$ cat src/rtl/brk_combiner.sv
module brk_combiner #(
  parameter int W = 32
) (
  input  logic         clk,
  input  logic         rst_n,
  input  logic [W-1:0] addr_bus,
  input  logic         addr_vld,
  input  logic [W-1:0] data_bus,
  input  logic         data_vld,
  input  logic [W-1:0] cmp_val3,
  input  logic [W-1:0] cmp_val2,
  input  logic [W-1:0] cmp_val1,
  input  logic [W-1:0] cmp_val0,
  input  logic         cfg_comb,
  input  logic         cfg_prot,
  input  logic [1:0]   cfg_type,
  input  logic         cfg_rng_addr,
  input  logic         cfg_rng_data,
  input  logic [3:0]   clr_bits,
  output logic [3:0]   brk_bits,
  output logic         brk_req
);

  localparam logic [1:0] TYPE_OA_DT = 2'd3;
  localparam int NPAIR = 2;

  logic [W-1:0] pr_bus [NPAIR];
  logic         pr_vld [NPAIR];
  logic         pr_rng [NPAIR];
  logic [W-1:0] pr_start [NPAIR];
  logic [W-1:0] pr_end [NPAIR];

  assign pr_bus[0]   = data_bus;
  assign pr_vld[0]   = data_vld;
  assign pr_rng[0]   = cfg_rng_data;
  assign pr_start[0] = cmp_val1;
  assign pr_end[0]   = cmp_val0;
  assign pr_bus[1]   = addr_bus;
  assign pr_vld[1]   = addr_vld;
  assign pr_rng[1]   = cfg_rng_addr;
  assign pr_start[1] = cmp_val3;
  assign pr_end[1]   = cmp_val2;

  logic [3:0] raw;

  for (genvar p = 0; p < NPAIR; p++) begin : g_pair
    logic at_start, at_end, above_start, below_end;
    assign at_start    = pr_bus[p] == pr_start[p];
    assign at_end      = pr_bus[p] == pr_end[p];
    assign above_start = pr_bus[p] >  pr_start[p];
    assign below_end   = pr_bus[p] <  pr_end[p];

    assign raw[2*p+1] = pr_vld[p] &&
      (pr_rng[p] ? ((at_start || above_start) && below_end) : at_start);
    assign raw[2*p]   = pr_vld[p] &&
      (pr_rng[p] ? (above_start && (below_end || at_end)) : at_end);
  end

  logic       comb_on, rng_any;
  logic [3:0] cond;

  assign comb_on = cfg_comb && !cfg_prot && (cfg_type == TYPE_OA_DT);
  assign rng_any = cfg_rng_addr || cfg_rng_data;

  always_comb begin
    cond = raw;
    if (comb_on) begin
      if (!rng_any) begin
        cond[3] = raw[3] && raw[1];
        cond[1] = raw[3] && raw[1];
        cond[2] = raw[2] && raw[0];
        cond[0] = raw[2] && raw[0];
      end else begin
        cond[3] = raw[3] && (raw[1] || raw[0]);
        cond[2] = raw[2] && (raw[1] || raw[0]);
        cond[1] = raw[1] && (raw[3] || raw[2]);
        cond[0] = raw[0] && (raw[3] || raw[2]);
      end
    end
  end

  logic [3:0] brk_q;

  always_ff @(posedge clk or negedge rst_n) begin
    if (!rst_n) brk_q <= '0;
    else        brk_q <= (brk_q & ~clr_bits) | cond;
  end

  assign brk_bits = brk_q;
  assign brk_req  = (|brk_q) && !cfg_prot;

endmodule


$ cat config.mk
export PLATFORM = sky130hd
export DESIGN_NAME = brk_combiner
export DESIGN_NICKNAME = d
export VERILOG_FILES = /design/src/rtl/brk_combiner.sv
export SDC_FILE = /design/constraint.sdc
export NUM_CORES = 1
export LEC_CHECK = 0
export CAP_MARGIN = 10
export CORE_AREA = 3 3 69 136
export DETAILED_ROUTE_END_ITERATION = 10
export DIE_AREA = 0 0 72 139
export PLACE_DENSITY = 0.88
export SYNTH_ARGS = -nofsm -noshare
export SYNTH_HDL_FRONTEND = slang
export SYNTH_SLANG_ARGS = --single-unit
export TNS_END_PERCENT = 20
$ cat constraint.sdc
create_clock -name clk -period 2.8 [get_ports clk]
set_input_delay 0.56 -clock clk [delete_from_list [all_inputs] [get_ports clk]]
set_output_delay 0.56 -clock clk [all_outputs]
set_load 0.005 [all_outputs]
=== Word level (Yosys, flattened, before mapping) ===
Cells that the tools add are included.

* Flip-flop bits (word level): 4
* Bits in read-only memories: 0
* Bits in latches: 0
* Output and inout port bits: 5
* Logic and storage cells: 45
* Input bits: 206
* RAM bits: 0
* Memories kept: 0

* Div/mod/pow operators: 0
* Mux-type cells: 6
* Order comparisons: 4
* Reduce and logical (&&, ||, !) cells: 26
* Bitwise logic cells: 3
* Eq/ne operators: 5
* Shift operators: 0
* Multiply operators: 0
* Add/sub/neg operators: 0

{| class="wikitable"
|+ Operators with widths
! operator !! count
|-
| $eq A32 B32 Y1 || 4
|-
| $gt A32 B32 Y1 || 2
|-
| $lt A32 B32 Y1 || 2
|-
| $logic_and A1 B1 Y1 || 17
|-
| $mux W4 || 2
|-
| $logic_or A1 B1 Y1 || 7
|-
| $and A4 B4 Y4 || 1
|-
| $mux W1 || 4
|-
| $not A4 Y4 || 1
|-
| $or A4 B4 Y4 || 1
|-
| $reduce_or A4 Y1 || 1
|-
| $eq A2 B2 Y1 const B || 1
|-
| $logic_not A1 Y1 || 1
|}

=== Logic depth before layout (Yosys ltp) ===
* Word-level depth: 10
* Depth in mapped cells: 9
* Mapped depth without buffers: 9

=== Least setup slack after synthesis ===
No wires, ideal clock.

* Path type: input to register
* Start point: input port cmp_val2[17]
* End point: register brk_q[1] (netlist: brk_bits[1])
* Stages on the path: 9
* Path slack: 508 ps
* Data arrival time: 2206 ps
* Path through: inv_1 ha_1 a21o_1 a221o_1 a211oi_2 nand3_1 a311oi_1 o21ai_1 a32oi_1

* Word-level cells in the longest chain between the ends: 10

{| class="wikitable"
|+ RTL lines
! element !! line !! text
|-
| from (decl) || 11 || <nowiki>input logic [W-1:0] cmp_val2,</nowiki>
|-
| $lt A32 B32 Y1 or $eq A32 B32 Y1 (tied branches) || 51, 49 ||
|-
| $logic_or A1 B1 Y1 || 56 || <nowiki>(pr_rng[p] ? (above_start && (below_end || at_end)) : at_end);</nowiki>
|-
| $logic_and A1 B1 Y1 || 56 ||
|-
| $mux W1 || 56 ||
|-
| $logic_and A1 B1 Y1 || 55 || <nowiki>assign raw[2*p] = pr_vld[p] &&</nowiki>
|-
| $logic_or A1 B1 Y1 || 76 || <nowiki>cond[1] = raw[1] && (raw[3] || raw[2]);</nowiki>
|-
| $logic_and A1 B1 Y1 || 76 ||
|-
| $mux W4 * || 68 || <nowiki>if (!rng_any) begin</nowiki>
|-
| $mux W4 * || 67 || <nowiki>if (comb_on) begin</nowiki>
|-
| $or A4 B4 Y4 * || 86 || <nowiki>else brk_q <= (brk_q & ~clr_bits) | cond;</nowiki>
|-
| to (signal assigned) || 86 ||
|-
| to (decl) || 82 || <nowiki>logic [3:0] brk_q;</nowiki>
|}

Mark *: on every way between the ends. The rest lies on a longest branch, timed or not.

=== Worst setup path after layout ===
* Start point: input port cmp_val1[25]
* End point: register brk_q[1] (netlist: brk_bits[1])

* Word-level cells in the longest chain between the ends: 9

{| class="wikitable"
|+ RTL lines
! element !! line !! text
|-
| from (decl) || 12 || <nowiki>input logic [W-1:0] cmp_val1,</nowiki>
|-
| $gt A32 B32 Y1 or $eq A32 B32 Y1 (tied branches) || 50, 48 ||
|-
| $logic_or A1 B1 Y1 || 54 || <nowiki>(pr_rng[p] ? ((at_start || above_start) && below_end) : at_start);</nowiki>
|-
| $logic_and A1 B1 Y1 || 54 ||
|-
| $mux W1 * || 54 ||
|-
| $logic_and A1 B1 Y1 * || 53 || <nowiki>assign raw[2*p+1] = pr_vld[p] &&</nowiki>
|-
| $logic_and A1 B1 Y1 (on tied branches) || 70, 76 ||
|-
| $mux W4 || 68 ||
|-
| $mux W4 * || 67 ||
|-
| $or A4 B4 Y4 * || 86 ||
|}

Marked as above.

==> metrics.cfg <==
[worst_setup_path]
regToRegStartpoint = brk_bits[1]$_DFF_PN0_
start_kind = primary input
cp.arrival_ns = 2.87
reg2reg_setup_slack_ns = 1.73
critical_path.slowest_cell = sky130_fd_sc_hd__clkdlybuf4s50_1
cp_max_fo = 3
critPathKind = in -> reg
worst-path-buf-inv = 3
critical_path.max_stage_delay_ns = 0.47
setup.worst_path.start = cmp_val1[25]
timing.critical_path.cells = clkdlybuf4s50_1 -> inv_1 -> ha_1 -> nand4_1 -> nor4_4 -> buf_4 -> nand3_2 -> a21bo_1 -> a41oi_2 -> nand2_2 -> a32oi_1
worst_ep_required_time_ns = 2.94
worst_path_dominant_cell_family = buffers and inverters
cp_endpoint_kind = register

[cts]
cts.root.buffer_cell = sky130_fd_sc_hd__clkbuf_16
cts_hold_buffers = 0
ctsHtreeMaxLevel = 1
cts_made_buffers = 3
cts_tree = built
cts-root-to-sink-buffers = 2
clk-insertion-delay-late_ns = 0.23
numClockSinks = 4
path_clk_slew_ns = 0.03

[cells_and_area]
final-seq-area_um2 = 100
antenna_cells = 0
layout-drive-gt1-share = 0.0902
fillers = 620
num-nets-final = 1068
flow.area_growth_from_synthesis_pct = 72.1
stdcell_count = 832
largest_reg_flops = 4
area_occupied_by_multi_input_gates_mm2 = 0.00311
final_cell_area_mm2 = 0.00623

[timing]
report.final.setup_viol = 0
slew_headroom = 0.711
setup_total_negative_slack_ns = 0
report.final.hold_viol_count = 0
final_min_period_over_clock_period = 0.974
timing_worst_slew_pin_value_ns = 0.431
slew_viol_final = 0
timing.clock.skew_ns = 0
grt_setup_unrepaired = true
fmaxAchievable_mhz = 367
final_period_minus_worst_setup_slack_ns = 2.73

[logic_synthesis]
syn-instance-count = 488
synthesis.area_mm2 = 0.00362
synth-edff-count = 0
postSynth.asyncResetShare = 1.00
synth.ff_latch_count = 4
syn_area_per_cell_um2 = 7.42
synth_ff_type = sky130_fd_sc_hd__dfrtp_1
synth.distinct_cells = 53
synth-warning-count = 0
seq_total_area_yosys = 0.0277
synth_fp_nets = 822

[global_routing]
grt_usage = 0.264
grt_first_pass_wirelength_um = 21300
maximum_number_of_pins_on_one_net_before_global_route_repair = 6
grt_antenna_before_repair = 0
via_count_of_the_first_global_routing_pass = 4929
globalRoute.totalOverflow = 0

[floorplanning]
core_area_mm2 = 0.00859
die_area_mm2 = 0.0100
die_height_um = 139
io-pin-count = 211
chipWidth_um = 72
start_util = 0.421
row_count = 48

[drt]
route.detailed.wl_per_inst_um = 16.4
detail_route.drc_violations = 0
route.antenna.remaining_nets = 0
dr.first_iter.drc_count = 155
wire_length_reported_by_the_detailed_router_um = 13600
vias = 4548
drt_first_pass_iters = 7
viasPerCell = 5.47

[power_and_ir_drop]
ir_drop_v = 0.000147
total_power_uw = 1140
power_switching_uw = 398
power.share.clock = 0.198
p_sw_frac = 0.348
share_of_power_burned_in_combinational_logic = 0.741
relative_contribution_of_sequential_cells_to_total_power = 0.061
total_leakage_power_uw = 0.00323
power_per_cell_area_mw_per_mm2 = 183
internal_power_uw = 744

[worst_hold_path]
worst_hold_path_type = in -> async

[placement]
dp.cells = 827
half_perimeter_wire_length_after_detailed_placement_um = 12400
place_congestion = 0.917
placed_cell_area_mm2 = 0.00606
port-buffer-count = 210

[outcome]
run_status = complete, no violations

[run]
drv.max_cap_violation_count = 0

synth_stat cells, types with 2 or more instances:
| cell | n | area, µm² |
|---|---|---|
| sky130_fd_sc_hd__nand2_1 | 27 | 101 |
| sky130_fd_sc_hd__dfrtp_1 | 4 | 100 |
| sky130_fd_sc_hd__or2b_2 | 2 | 17.5 |
| sky130_fd_sc_hd__and4_1 | 3 | 26.3 |
| sky130_fd_sc_hd__nor2b_1 | 6 | 37.5 |
| sky130_fd_sc_hd__a21o_1 | 8 | 60.1 |
| sky130_fd_sc_hd__o21ai_0 | 11 | 55.1 |
| sky130_fd_sc_hd__inv_1 | 129 | 484 |
| sky130_fd_sc_hd__ha_1 | 128 | 1600 |
| sky130_fd_sc_hd__a211oi_1 | 2 | 15.0 |
| sky130_fd_sc_hd__nand4_2 | 3 | 37.5 |
| sky130_fd_sc_hd__nand4_1 | 19 | 119 |
| sky130_fd_sc_hd__a221o_1 | 5 | 50.1 |
| sky130_fd_sc_hd__nor2_1 | 11 | 41.3 |
| sky130_fd_sc_hd__o31ai_2 | 2 | 25.0 |
| sky130_fd_sc_hd__a21oi_1 | 47 | 235 |
| sky130_fd_sc_hd__a22oi_1 | 2 | 15.0 |
| sky130_fd_sc_hd__o21ai_1 | 5 | 25.0 |
| sky130_fd_sc_hd__a21boi_0 | 5 | 37.5 |
| sky130_fd_sc_hd__nor4_1 | 4 | 25.0 |
| sky130_fd_sc_hd__nor3_1 | 2 | 10.0 |
| sky130_fd_sc_hd__nor4_4 | 2 | 42.5 |
| sky130_fd_sc_hd__nand2b_1 | 3 | 18.8 |
| sky130_fd_sc_hd__a221o_2 | 2 | 22.5 |
| sky130_fd_sc_hd__nand3_1 | 21 | 105 |
| sky130_fd_sc_hd__o211ai_1 | 5 | 37.5 |
| sky130_fd_sc_hd__a31oi_1 | 3 | 18.8 |
| sky130_fd_sc_hd__a32oi_1 | 2 | 17.5 |
placed cells by master (no fill, tap or decap), drive strengths merged, types with 4 or more instances in the layout:
cell type,n
o21ai,16
inv,129
nand2,27
nand3,21
buf,31
ha,128
nand4,22
o211ai,5
nor4,7
nor2b,6
dfrtp,4
nor2,11
clkdlybuf4s50,210
a21boi,6
a21oi,47
a221o,7
a21o,8
and4,4
stage by stage:
stage	hold slack, ns	utilization	setup WS, ns
after global routing	0.559	0.725	-0.0692
after global placement	0.615	0.706	-0.159
after detailed placement	0.621	0.706	-0.203
after CTS	0.548	0.715	0.0191
after floorplan	0.264	-	0.508
final	0.549	0.725	0.0735
power by group through the flow:
stage / clock network [µW] / registers, µW / logic [µW]
floorplan: 0 / 68.9 / 348
global placement: 0 / 70.8 / 790
detailed placement: 0 / 70.8 / 828
CTS: 227 / 70.2 / 833
global route: 230 / 70.7 / 935
finish: 226 / 70.1 / 846
final timing paths:
path	depth (start not counted)	end
max	11	brk_bits[1]$_DFF_PN0_
min	1	brk_bits[3]$_DFF_PN0_
max reg2reg	3	brk_bits[1]$_DFF_PN0_
min reg2reg	2	brk_bits[3]$_DFF_PN0_
max in group asynchronous	1	brk_bits[2]$_DFF_PN0_
min in group clk	2	brk_bits[3]$_DFF_PN0_
kinds of logic after synthesis:
group | count (synthesis) | share of synthesized area
buffers and inverters | 129 | 0.134
adders and majority gates | 128 | 0.442
and+or+nand+nor | 114 | 0.188
AOI/OAI and AO/OA | 113 | 0.208
DFF | 4 | 0.0277
per-layer routing:
layer  track usage  up-vias  part of all wire
li1              -     2220                 -
met1         0.232     2036              0.32
met2         0.542      244              0.57
met3        0.0298       48             0.061
met4         0.135        0             0.052
met5             0        -                 0
worst reg2reg max path: cells and delay by family, from the launching register on:
| kind | cells | cell delay, ns |
|---|---|---|
| AND/OR/NAND/NOR | 2 | 0.44 |
| flip-flops | 1 | 0.37 |
| AO/OA/AOI/OAI | 1 | 0.18 |
cell type report:
cell class / count / share of cell area
well taps: 100 / 0.0201
flip-flops and latches: 4 / 0.0161
repair buffers: 241 / 0.375
clock buffers: 3 / 0.0121
inverters: 129 / 0.0777
multi-input cells: 355 / 0.499
timing repair:
action | in CTS | in global routing
gates resized for setup | 0 | 16
endpoints found under the setup margin | 0 | 4
buffers inserted | 0 | 2
No activity file was read; power rests on OpenSTA's default activity.
